File: src/rtl/seq_lock_table.sv
module seq_lock_table #(
  parameter int STATE_W = 3
) (
  input  logic                 clk,
  input  logic                 rst,
  input  logic                 btn_reset,
  input  logic                 btn_zero,
  input  logic                 btn_one,
  input  logic                 tbl_we,
  input  logic [STATE_W+2:0]   tbl_addr,
  input  logic [STATE_W:0]     tbl_wdata,
  output logic [STATE_W-1:0]   state_o,
  output logic                 unlock
);
  localparam int BTN_W  = 3;
  localparam int ADDR_W = STATE_W + BTN_W;
  localparam int DEPTH  = 1 << ADDR_W;
  localparam int WORD_W = STATE_W + 1;

  logic [WORD_W-1:0]  tbl [DEPTH];
  logic [STATE_W-1:0] state_q;
  logic               unlock_q;

  wire [ADDR_W-1:0] rd_addr = {state_q, btn_reset, btn_one, btn_zero};
  wire [WORD_W-1:0] rd_word = tbl[rd_addr];

  always_ff @(posedge clk) begin
    if (rst) begin
      for (int i = 0; i < DEPTH; i++)
        tbl[i] <= {1'b0, STATE_W'(i >> BTN_W)};
    end else if (tbl_we) begin
      tbl[tbl_addr] <= tbl_wdata;
    end
  end

  always_ff @(posedge clk) begin
    if (rst || tbl_we) begin
      state_q  <= '0;
      unlock_q <= 1'b0;
    end else begin
      state_q  <= rd_word[STATE_W-1:0];
      unlock_q <= rd_word[STATE_W];
    end
  end

  assign state_o = state_q;
  assign unlock  = unlock_q;
endmodule

File: config.mk
export PLATFORM = sky130hd
export DESIGN_NAME = seq_lock_table
export DESIGN_NICKNAME = d
export VERILOG_FILES = /design/src/rtl/seq_lock_table.sv
export SDC_FILE = /design/constraint.sdc
export NUM_CORES = 1
export LEC_CHECK = 0
export BUFFER_PORTS_ARGS = -buffer_cell sky130_fd_sc_hd__buf_2
export CORE_ASPECT_RATIO = 1.4
export CORE_UTILIZATION = 25
export CTS_CLUSTER_DIAMETER = 40
export CTS_CLUSTER_SIZE = 8
export DETAILED_ROUTE_END_ITERATION = 10
export HOLD_SLACK_MARGIN = 0.08
export SKIP_CTS_REPAIR_TIMING = 1
export SYNTH_ARGS = -nofsm -noshare
export SYNTH_HDL_FRONTEND = slang
export SYNTH_SLANG_ARGS = --single-unit
File: constraint.sdc
create_clock -name clk -period 5.05 [get_ports clk]
set_input_delay 0.505 -clock clk [delete_from_list [all_inputs] [get_ports clk]]
set_output_delay 0.505 -clock clk [all_outputs]
set_load 0.05 [all_outputs]
==> run_results.csv <==
group,metric,value,unit
finish,area_growth,12.94,%
sta,hold_slack,462.9,ps
clocking,cts_root_buffer,"clkbuf_16",
detailed_routing,vias_per_cell,4.894,
worst_setup_path,worstSetupStartpointType,"input pin",
worst_setup_path,path_cells,"buf_4, buf_4, mux4_2, o221ai_1, o21ai_0, o2111ai_1, o41ai_1",
place,dpl_cell_area,13180,um2
detailed_routing,drcViolationCount,0,
synth,synth_compound_area_share,3.350,%
worst_setup_path,cp_common_cell,"buf_4",
synth,synthFlopType,"edfxtp_1",
die,die_h,268.3,um
worst_setup_path,cp_max_fo,39,
synth,synth_adder_area_share,0,%
power_and_ir_drop,cellPowerDensity,371.8,nW/um2
die,die_area,51570,um2
sta,relSlewSlack,17.38,%
grt,grt_overflow_total,0,
sta,clock_skew,15.92,ps
sta,finalHoldViolCount,0,
sta,maxSlewViolCount,0,
die,core,50000,um2
place,dp_hpwl,20.73,mm
detailed_routing,vias,7576,
clocking,clockBufferDepth,3,
grt,grt_pass1_wl,48.87,mm
power_and_ir_drop,cellLeakagePower,4.736,nW
sta,fin_crit_sh,46.21,%
finish,layout-drive-gt1-share,21.04,%
worst_setup_path,crit_slowest_cell,"mux4_2",
synth,yosys.area_share.simple,18.78,%
detailed_routing,wl_per_cell,21.01,um
sta,setup_viol,0,
sta,postLayoutSetupSlackWorst,2716,ps
worst_setup_path,crit_required,5450,ps
worst_setup_path,cpPeakStageDelay,550,ps
finish,final_util,28.60,%
sta,rsz0062_at_grt,"false",
worst_hold_path,hp-class,"input pin to register",
sta,max_freq,428.5,MHz
synth,synth_common_cells,"edfxtp_1 (256), or3_1 (82), clkbuf_1 (73), nor3_1 (53)",
place,dp_cells,1484,
place,routabilityCongestion,0.7839,
synth,synth-edff-count,256,
clocking,cts_tree,"built",
power_and_ir_drop,finalPower,5.317,mW
grt,antenna_found_initial,4,
finish,design_area,14300,um2
synth,syn_area_per_cell,13.82,um2
synth,synth-xor-area-share,0,%
clocking,clk_latency,530,ps
synth,synthArstFlopShare,0,%
die,ioPinCount,20,
detailed_routing,drt_iter0_drc,699,
worst_setup_path,path_class,"input pin to register",
sta,worst_pin_slew,1237,ps
worst_setup_path,cp.arrival,2730,ps
clocking,h-tree-depth,2,
synth,synthCells,916,
place,place.port_buffers,19,
finish,nets,898,
sta,finalCriticalPeriod,2334,ps
worst_setup_path,cp-end-kind,"register",
synth,yosysTopAreaCellShare,60.71,%
synth,muxShareOfSynthArea,12.59,%
outcome,outcome,"finished, final reports clean",
power_and_ir_drop,peakVddDrop,0.1869,mV
finish,fillerInstances,5036,
synth,synth_area,12660,um2
detailed_routing,wl,32.52,mm
die,fp-row-count,97,
finish,stdcell_count,1548,
die,die_w,192.2,um
place,preCtsSetupSlack,2184,ps
synth,synth.most_common_cell,"edfxtp_1",
synth,ys_warn_count,0,
synth,synth_cell_types,45,
clocking,cts.reportedPaths.clkPinSlew,50,ps
synth,synth_top_family_by_area,"simple AND/OR/NAND/NOR gates",
synth,synth_seq_cells,260,
clocking,cts_buffers,39,
synth,synth_nets,932,
worst_setup_path,crit_buf_inv,2,
sta,tns,0,ps
detailed_routing,dr.pass1.iters,5,
clocking,cts.sinks,260,
worst_setup_path,path_delay_family,"buffers and inverters",
synth,yosysSeqAreaShare,61.34,%
synth,yosys-top-cells-area,"edfxtp_1 (61%), mux4_2 (9.1%), or3_1 (4.1%), and2_1 (2.6%), mux4_1 (2.5%)",
grt,grt_max_degree,65,
synth,yosysTopAreaCell,"edfxtp_1",
grt,track_usage,12.83,%
detailed_routing,ant_nets,0,
flow_run,max_cap_viol_count,0,
grt,first_global_vias,7832,
die,start_util,25.32,%
## registers in the layout (all words and copies together) (netlist names)
| register | cells |
|---|---|
| tbl | 256 |
| state_o | 3 |
| unlock | 1 |
## path summary, 6_finish.rpt
kind | from | cells after the start | end | slack [ps]
worst max register to register | state_o[1] | 5 | state_o[0] | 2890
worst max-delay path | btn_one | 7 | state_o[1] | 2720
worst min-delay path | tbl_wdata[3] | 2 | tbl[56][3] | 460
worst min register to register | state_o[2] | 2 | unlock | 750
## area by class of cell
class	instances	area, um2	share of cell area [%]
inverter	4	15.01	0.1050
antenna	2	5.005	0.03500
timing repair buffer	31	187.7	1.312
sequential	260	7767	54.32
clock buffer	58	1079	7.542
tap	643	804.5	5.626
multi-input combinational	546	4405	30.81
clock inverter	4	36.28	0.2537
## placed cells by master (no fill, tap or decap), types with 21 or more instances in the layout
cell,count
and2_1,52
and3_1,49
clkbuf_16,40
edfxtp_1,256
mux4_2,51
nand2b_1,21
nor2_1,52
nor3_1,53
or2_2,48
or3_1,82
## metal layers
| layer | wire [um] | global-route usage, % |
|---|---|---|
| met5 | 39 | 0 |
| met4 | 1118 | 5.810 |
| met3 | 2033 | 2.912 |
| met2 | 17100 | 22.62 |
| met1 | 12230 | 14.63 |
## report_power, final
group	switching, mW	internal, mW	total, mW
clock	0.923	1.46	2.38
sequential	0.0468	2.48	2.53
combinational	0.254	0.149	0.403
total	1.22	4.09	5.32
## worst register-to-register path, delay by kind of cell, from the launching register on
kind             cells  cell delay, ps
flip-flops           1             680
AND/OR/NAND/NOR      1             540
AO/OA/AOI/OAI        4             840
## logic make-up (layout without fill, tap and decap cells)
group,after synthesis,in the layout
simple gates,412,412
flops,260,260
buf+inv,110,97
mux,75,75
compound gates,59,59
other cells,0,2
Power figures use the tool's default switching activity.
